--- src/rtl/vtab_pkg.sv ---
package vtab_pkg;

  typedef enum logic [1:0] {
    RD_ZERO  = 2'd0,
    RD_ONES  = 2'd1,
    RD_FIELD = 2'd2
  } rdKind_e;

  // strobes from control to datapath
  typedef struct packed {
    logic [3:0] fieldWe;   // 0 addrLo, 1 addrHi, 2 msgData, 3 ctl
    logic       rdEn;
    rdKind_e    rdKind;
    logic       wide;      // 8-byte access
    logic       upperPair; // 8-byte access at slot offset 0x8
    logic [1:0] fieldSel;  // word select for 4-byte reads
  } strobes_t;

  typedef struct packed {
    logic [31:0] ctl;
    logic [31:0] msgData;
    logic [31:0] addrHi;
    logic [31:0] addrLo;
  } entry_t;

  localparam logic [31:0] CTL_RESET = 32'h0000_0001;

endpackage

--- src/rtl/vtab_ctrl.sv ---
module vtab_ctrl
  import vtab_pkg::*;
#(
  parameter int NUM_VECTORS = 8,
  parameter int OFFS_W      = 16,
  parameter int IDX_W       = 3
) (
  input  logic              busReq,
  input  logic              busWrite,
  input  logic [OFFS_W-1:0] busAddr,
  input  logic [3:0]        busBytes,
  output strobes_t          strb,
  output logic [IDX_W-1:0]  entryIdx
);
  localparam int SLOT_W = OFFS_W - 4;

  logic [SLOT_W-1:0] slot;
  logic              inRange;
  logic              isFour;
  logic              isEight;
  logic              aligned;
  logic              legalSize;

  assign slot      = busAddr[OFFS_W-1:4];
  assign inRange   = (32'(slot) < NUM_VECTORS);
  assign isFour    = (busBytes == 4'd4);
  assign isEight   = (busBytes == 4'd8);
  assign legalSize = isFour | isEight;
  assign aligned   = isEight ? (busAddr[2:0] == 3'd0) : (busAddr[1:0] == 2'd0);
  assign entryIdx  = IDX_W'(slot);

  always_comb begin
    strb           = '0;
    strb.rdKind    = RD_ZERO;
    strb.wide      = isEight;
    strb.upperPair = busAddr[3];
    strb.fieldSel  = busAddr[3:2];
    if (busReq && !busWrite) begin
      strb.rdEn = 1'b1;
      if (!legalSize)    strb.rdKind = RD_ZERO;
      else if (!inRange) strb.rdKind = RD_ONES;
      else if (!aligned) strb.rdKind = RD_ZERO;
      else               strb.rdKind = RD_FIELD;
    end
    if (busReq && busWrite && legalSize && inRange && aligned) begin
      if (isEight) strb.fieldWe = busAddr[3] ? 4'b1100 : 4'b0011;
      else         strb.fieldWe = 4'b0001 << busAddr[3:2];
    end
  end

endmodule

--- src/rtl/vtab_datapath.sv ---
module vtab_datapath
  import vtab_pkg::*;
#(
  parameter int NUM_VECTORS = 8,
  parameter int IDX_W       = 3
) (
  input  logic             clk,
  input  logic             rstN,
  input  strobes_t         strb,
  input  logic [IDX_W-1:0] entryIdx,
  input  logic [63:0]      busWdata,
  output logic [63:0]      busRdata,
  output logic             busRvalid,
  input  logic [IDX_W:0]   fetchIdx,
  output logic [63:0]      fetchAddr,
  output logic [31:0]      fetchData,
  output logic             fetchMask,
  output logic             unmaskPulse,
  output logic [IDX_W-1:0] unmaskIdx
);
  entry_t      entryArr [NUM_VECTORS];
  entry_t      curEntry;
  logic [31:0] curWord  [4];
  logic [31:0] newWord  [4];
  logic        idxValid;
  logic        commit;
  logic        willUnmask;

  assign idxValid = (32'(entryIdx) < NUM_VECTORS);
  assign curEntry = idxValid ? entryArr[entryIdx] : '0;

  assign curWord[0] = curEntry.addrLo;
  assign curWord[1] = curEntry.addrHi;
  assign curWord[2] = curEntry.msgData;
  assign curWord[3] = curEntry.ctl;

  // lower lane feeds lo/data; upper lane feeds hi/ctl on 8-byte writes
  assign newWord[0] = busWdata[31:0];
  assign newWord[1] = strb.wide ? busWdata[63:32] : busWdata[31:0];
  assign newWord[2] = busWdata[31:0];
  assign newWord[3] = strb.wide ? busWdata[63:32] : busWdata[31:0];

  always_comb begin
    commit = 1'b0;
    for (int k = 0; k < 4; k++) begin
      if (strb.fieldWe[k] && (newWord[k] != curWord[k])) commit = 1'b1;
    end
  end

  assign willUnmask = commit && strb.fieldWe[3] && curWord[3][0] && !newWord[3][0];

  for (genvar v = 0; v < NUM_VECTORS; v++) begin : g_vec
    entry_t entryQ;
    always_ff @(posedge clk) begin
      if (!rstN) begin
        entryQ <= '{ctl: CTL_RESET, msgData: 32'd0, addrHi: 32'd0, addrLo: 32'd0};
      end else if (commit && (32'(entryIdx) == v)) begin
        if (strb.fieldWe[0]) entryQ.addrLo  <= newWord[0];
        if (strb.fieldWe[1]) entryQ.addrHi  <= newWord[1];
        if (strb.fieldWe[2]) entryQ.msgData <= newWord[2];
        if (strb.fieldWe[3]) entryQ.ctl     <= newWord[3];
      end
    end
    assign entryArr[v] = entryQ;
  end

  always_ff @(posedge clk) begin
    if (!rstN) begin
      unmaskPulse <= 1'b0;
      unmaskIdx   <= '0;
    end else begin
      unmaskPulse <= willUnmask;
      unmaskIdx   <= entryIdx;
    end
  end

  always_ff @(posedge clk) begin
    if (!rstN) begin
      busRvalid <= 1'b0;
      busRdata  <= '0;
    end else begin
      busRvalid <= strb.rdEn;
      if (strb.rdEn) begin
        unique case (strb.rdKind)
          RD_ONES:  busRdata <= strb.wide ? {64{1'b1}} : {32'd0, 32'hFFFF_FFFF};
          RD_FIELD: begin
            if (strb.wide)
              busRdata <= strb.upperPair ? {curWord[3], curWord[2]}
                                         : {curWord[1], curWord[0]};
            else
              busRdata <= {32'd0, curWord[strb.fieldSel]};
          end
          default:  busRdata <= '0;
        endcase
      end
    end
  end

  logic   fetchOk;
  entry_t fetchEntry;
  assign fetchOk    = (32'(fetchIdx) < NUM_VECTORS);
  assign fetchEntry = fetchOk ? entryArr[fetchIdx[IDX_W-1:0]] : '0;

  always_ff @(posedge clk) begin
    if (!rstN) begin
      fetchAddr <= '0;
      fetchData <= '0;
      fetchMask <= 1'b1;
    end else begin
      fetchAddr <= {fetchEntry.addrHi, fetchEntry.addrLo};
      fetchData <= fetchEntry.msgData;
      fetchMask <= fetchOk ? fetchEntry.ctl[0] : 1'b1;
    end
  end


  pulse_needs_ctl_write_chk: assert property (@(posedge clk) disable iff (!rstN)
    unmaskPulse |-> $past(strb.fieldWe[3]));


  pulse_clears_mask_chk: assert property (@(posedge clk) disable iff (!rstN)
    unmaskPulse && (32'(unmaskIdx) == 32'(fetchIdx)) && $stable(fetchIdx) |=> !fetchMask);

endmodule

--- src/rtl/irq_vector_table.sv ---
module irq_vector_table
  import vtab_pkg::*;
#(
  parameter int  NUM_VECTORS = 8,
  parameter int  OFFS_W      = 16,
  localparam int IDX_W       = (NUM_VECTORS > 1) ? $clog2(NUM_VECTORS) : 1
) (
  input  logic              clk,
  input  logic              rstN,
  input  logic              busReq,
  input  logic              busWrite,
  input  logic [OFFS_W-1:0] busAddr,
  input  logic [3:0]        busBytes,
  input  logic [63:0]       busWdata,
  output logic [63:0]       busRdata,
  output logic              busRvalid,
  input  logic [IDX_W:0]    fetchIdx,
  output logic [63:0]       fetchAddr,
  output logic [31:0]       fetchData,
  output logic              fetchMask,
  output logic              unmaskPulse,
  output logic [IDX_W-1:0]  unmaskIdx
);
  strobes_t         strb;
  logic [IDX_W-1:0] entryIdx;

  vtab_ctrl #(
    .NUM_VECTORS(NUM_VECTORS),
    .OFFS_W     (OFFS_W),
    .IDX_W      (IDX_W)
  ) ctrl_i (
    .busReq  (busReq),
    .busWrite(busWrite),
    .busAddr (busAddr),
    .busBytes(busBytes),
    .strb    (strb),
    .entryIdx(entryIdx)
  );

  vtab_datapath #(
    .NUM_VECTORS(NUM_VECTORS),
    .IDX_W      (IDX_W)
  ) dp_i (
    .clk        (clk),
    .rstN       (rstN),
    .strb       (strb),
    .entryIdx   (entryIdx),
    .busWdata   (busWdata),
    .busRdata   (busRdata),
    .busRvalid  (busRvalid),
    .fetchIdx   (fetchIdx),
    .fetchAddr  (fetchAddr),
    .fetchData  (fetchData),
    .fetchMask  (fetchMask),
    .unmaskPulse(unmaskPulse),
    .unmaskIdx  (unmaskIdx)
  );


  read_latency_chk: assert property (@(posedge clk) disable iff (!rstN)
    busReq && !busWrite |=> busRvalid);


  no_stray_rvalid_chk: assert property (@(posedge clk) disable iff (!rstN)
    !(busReq && !busWrite) |=> !busRvalid);


  pulse_after_write_chk: assert property (@(posedge clk) disable iff (!rstN)
    unmaskPulse |-> $past(busReq && busWrite));


  oor_wide_ones_chk: assert property (@(posedge clk) disable iff (!rstN)
    busReq && !busWrite && (busBytes == 4'd8) && (32'(busAddr[OFFS_W-1:4]) >= NUM_VECTORS)
    |=> (busRdata == {64{1'b1}}));


  fetch_oor_masked_chk: assert property (@(posedge clk) disable iff (!rstN)
    (32'(fetchIdx) >= NUM_VECTORS) |=> fetchMask);

endmodule

--- config.mk ---
export PLATFORM = sky130hd
export DESIGN_NAME = irq_vector_table
export DESIGN_NICKNAME = d
export VERILOG_FILES = /design/src/rtl/vtab_pkg.sv /design/src/rtl/vtab_ctrl.sv /design/src/rtl/vtab_datapath.sv /design/src/rtl/irq_vector_table.sv
export SDC_FILE = /design/constraint.sdc
export NUM_CORES = 2
export LEC_CHECK = 0
export BUFFER_PORTS_ARGS = -buffer_cell sky130_fd_sc_hd__buf_4
export CORE_MARGIN = 2
export CORE_UTILIZATION = 40
export DETAILED_ROUTE_END_ITERATION = 6
export HOLD_SLACK_MARGIN = 0.12
export PLACE_DENSITY_LB_ADDON = 0.08
export SKIP_CTS_REPAIR_TIMING = 1
export SLEW_MARGIN = 20
export SYNTH_ARGS = -nofsm -noshare
export SYNTH_HDL_FRONTEND = slang
export SYNTH_HIERARCHICAL = 1
export SYNTH_SLANG_ARGS = --single-unit
--- constraint.sdc ---
create_clock -name clk -period 4.2 [get_ports clk]
set_clock_uncertainty 0.2 [all_clocks]
set_input_delay 0.21 -clock clk [delete_from_list [all_inputs] [get_ports clk]]
set_output_delay 0.21 -clock clk [all_outputs]
set_load 0.005 [all_outputs]
==> results.yml <==
route:
  postRouteWirelength_um: 237000
  ant_nets: 0
  viasPerCell: 5.66
  remaining_drc_errors: 0
  wire_per_inst_um: 28.4
  vias: 47300
  first_pass_iters: 5
  drt_iter0_markers: 4198
sta:
  hold_viol: 0
  period_needed_ns: 4.13
  final.setup.tns_ns: 0
  slew_headroom_pct: 31.9
  drv_slew: 0
  setup_ws_ns: 0.0692
  period_share_pct: 98.4
  max_slew.worst_pin.slew_ns: 1.02
  fmaxAchievable_mhz: 242
  setup_viol: 0
cts:
  insertion_delay_ns: 0.81
  cts.sinks: 1190
  cts_made_buffers: 140
  cts_tree: "done"
  clockBufferDepth: 3
  cts.reportedPaths.clkPinSlew_ns: 0.06
  h-tree-depth: 4
  root_buffer: "clkbuf_16"
synth:
  yosysTopAreaCell: "dfxtp_1"
  synth_area_mm2: 0.0602
  ys.flop_type: "dfxtp_1"
  yosysUniqueCellTypes: 68
  yosys_register_bits: 1190
  yosys_warnings: 6
  yosysTopAreaCellShare_pct: 39.6
  synth_seq_area_share_pct: 39.6
  synth_nets: 5865
  async_flop_share_pct: 0
  syn_inst: 5771
  ys_top_cells_by_area: "dfxtp_1 40%, mux2i_1 22%, mux4_2 13%"
  synth_edf_count: 0
  postSynthAreaPerCell_um2: 10.4
setup_path:
  r2r_start: "dp_i/entryArr[260]"
  critPathLaunch: "dp_i/entryArr[260]"
  crit_slowest_cell: "o41ai_4"
  start_kind: "register"
  cpMostUsedCell: "buf_4"
  end_kind: "register"
  arrival_ns: 4.56
  crit_chain: "mux4_2 > mux2_2 > xor2_1 > nor3b_1 > buf_4 > nand4_1 > nor4_1 > buf_4 > a41oi_1 > buf_4 > o41ai_4 > buf_6 > nor2_4 > buf_12 > mux2i_1"
  crit_type: "register to register"
  required_ns: 4.63
  slowest_delay_ns: 0.51
  cp_max_fo: 19
die:
  ios: 258
  core_area_mm2: 0.150
  initial_utilization_pct: 40.3
  dieArea_mm2: 0.154
  chipHeight_um: 392
  fp-row-count: 142
  fp.dieW_um: 392
global_route:
  grt_usage_pct: 30.4
  grt_start_max_net_pins: 118
  grt_pass1_vias: 45600
  antenna_found_initial: 7
  grt_pass1_wl_um: 339000
  grt-ovfl-total: 0
min_path:
  hp-class: "primary input to register"
  min_from: "busAddr[2]"
layout:
  final_cell_mix: "1350 x mux2i_1, 1188 x dfxtp_1, 1158 x nand2_1, 682 x buf_4, 337 x mux4_2"
  final_common_cell: "mux2i_1"
  drive_gt1_share_pct: 24.3
  fin_util_pct: 48.9
  area_delta_synth_final_pct: 21.4
  fillers: 13800
  fin_nets: 6319
power_and_ir_drop:
  power.density_mw_per_mm2: 360
  leakage_nw: 26.0
  vdd_drop_max_uv: 391
place:
  gp_congestion: 0.970
  place_ws_ns: -0.478
  dp_hpwl_um: 171000
  io_buffers: 257
outcome:
  status: "completed"
job:
  max_cap_violations: 0
-- power breakdown --
group | switching, mW | internal (mW) | total (mW)
clock network | 5.20 | 7.38 | 12.6
registers | 0.000707 | 11.3 | 11.3
logic | 1.57 | 0.856 | 2.43
-- kinds of logic (layout without fill, tap and decap cells) --
logic type	Yosys count	after routing	share of synthesized area, %
muxes	1776	1776	36.9
buffers and inverters	652	1217	5.74
DFF	1190	1190	39.6
adders and majority gates	2	2	0.0416
xor gates and xnor gates	139	139	2.02
and+or+nand+nor	1568	1568	10.8
AOI/OAI and AO/OA	444	444	4.95
other	0	2	0
-- cells in the mapped netlist, types with 29 or more instances --
master,count
nor2_2,32
nand2b_1,41
mux2_2,82
inv_1,87
clkbuf_1,338
o21ai_0,62
mux2i_1,1350
a21oi_1,99
o22ai_1,129
buf_2,29
nand2_1,1158
buf_6,111
nor2_1,164
buf_1,46
buf_4,37
mux4_2,336
and2_1,72
xor2_1,63
xnor2_1,76
dfxtp_1,1190
-- worst max-delay path, delay by kind of cell (launching register included) --
family | cells | cell delay (ns)
xor gates and xnor gates | 1 | 0.16
AOI/OAI and AO/OA | 2 | 0.63
buffers and inverters | 5 | 0.95
and+or+nand+nor | 4 | 0.70
muxes | 3 | 0.95
DFF | 1 | 0.32
-- stage by stage --
step	instance area, um^2	cells	hold slack [ns]	power (mW)
finish	73100	8354	0.0933	26.3
global route	73100	8352	0.121	27.0
CTS	72700	8322	-0.346	26.4
detailed placement	68000	8069	0.243	13.9
global placement	68000	8069	0.238	13.9
floorplan	60200	5771	0.230	12.7
-- flip-flops by register name, summed over array words and instances (netlist names) --
register / count
dp_i/busRvalid: 1
dp_i/fetchData: 32
dp_i/busRdata: 64
dp_i/fetchAddr: 64
dp_i/unmaskIdx: 3
dp_i/entryArr: 1024
dp_i/unmaskPulse: 1
dp_i/fetchMask: 1
-- layout make-up --
class	count	area (um^2)	area share (%)
diodes	2	5.00	0.00684
clock inverters	43	553	0.756
multi-input cells	3929	33200	45.3
repair buffers	874	8550	11.7
flip-flops and latches	1190	23800	32.6
well taps	2016	2520	3.45
clock buffers	210	4160	5.69
inverters	90	339	0.464
-- per-layer routing --
layer	track usage, %	share of wire (%)	wire (um)
met4	11.8	4.1	9610
met1	41.5	44	105000
met5	0	0.0055	13
met2	47.9	46	108000
met3	4.86	6.1	14400
-- final timing paths --
check                                          end  slack, ns  cells after the start
worst max-delay path            dp_i/entryArr[948]       0.07                     15
worst min-delay path              dp_i/busRdata[3]       0.09                      6
worst max register to register  dp_i/entryArr[948]       0.07                     15
worst min register to register  dp_i/entryArr[373]       0.25                      2
Power figures use the tool's default switching activity.
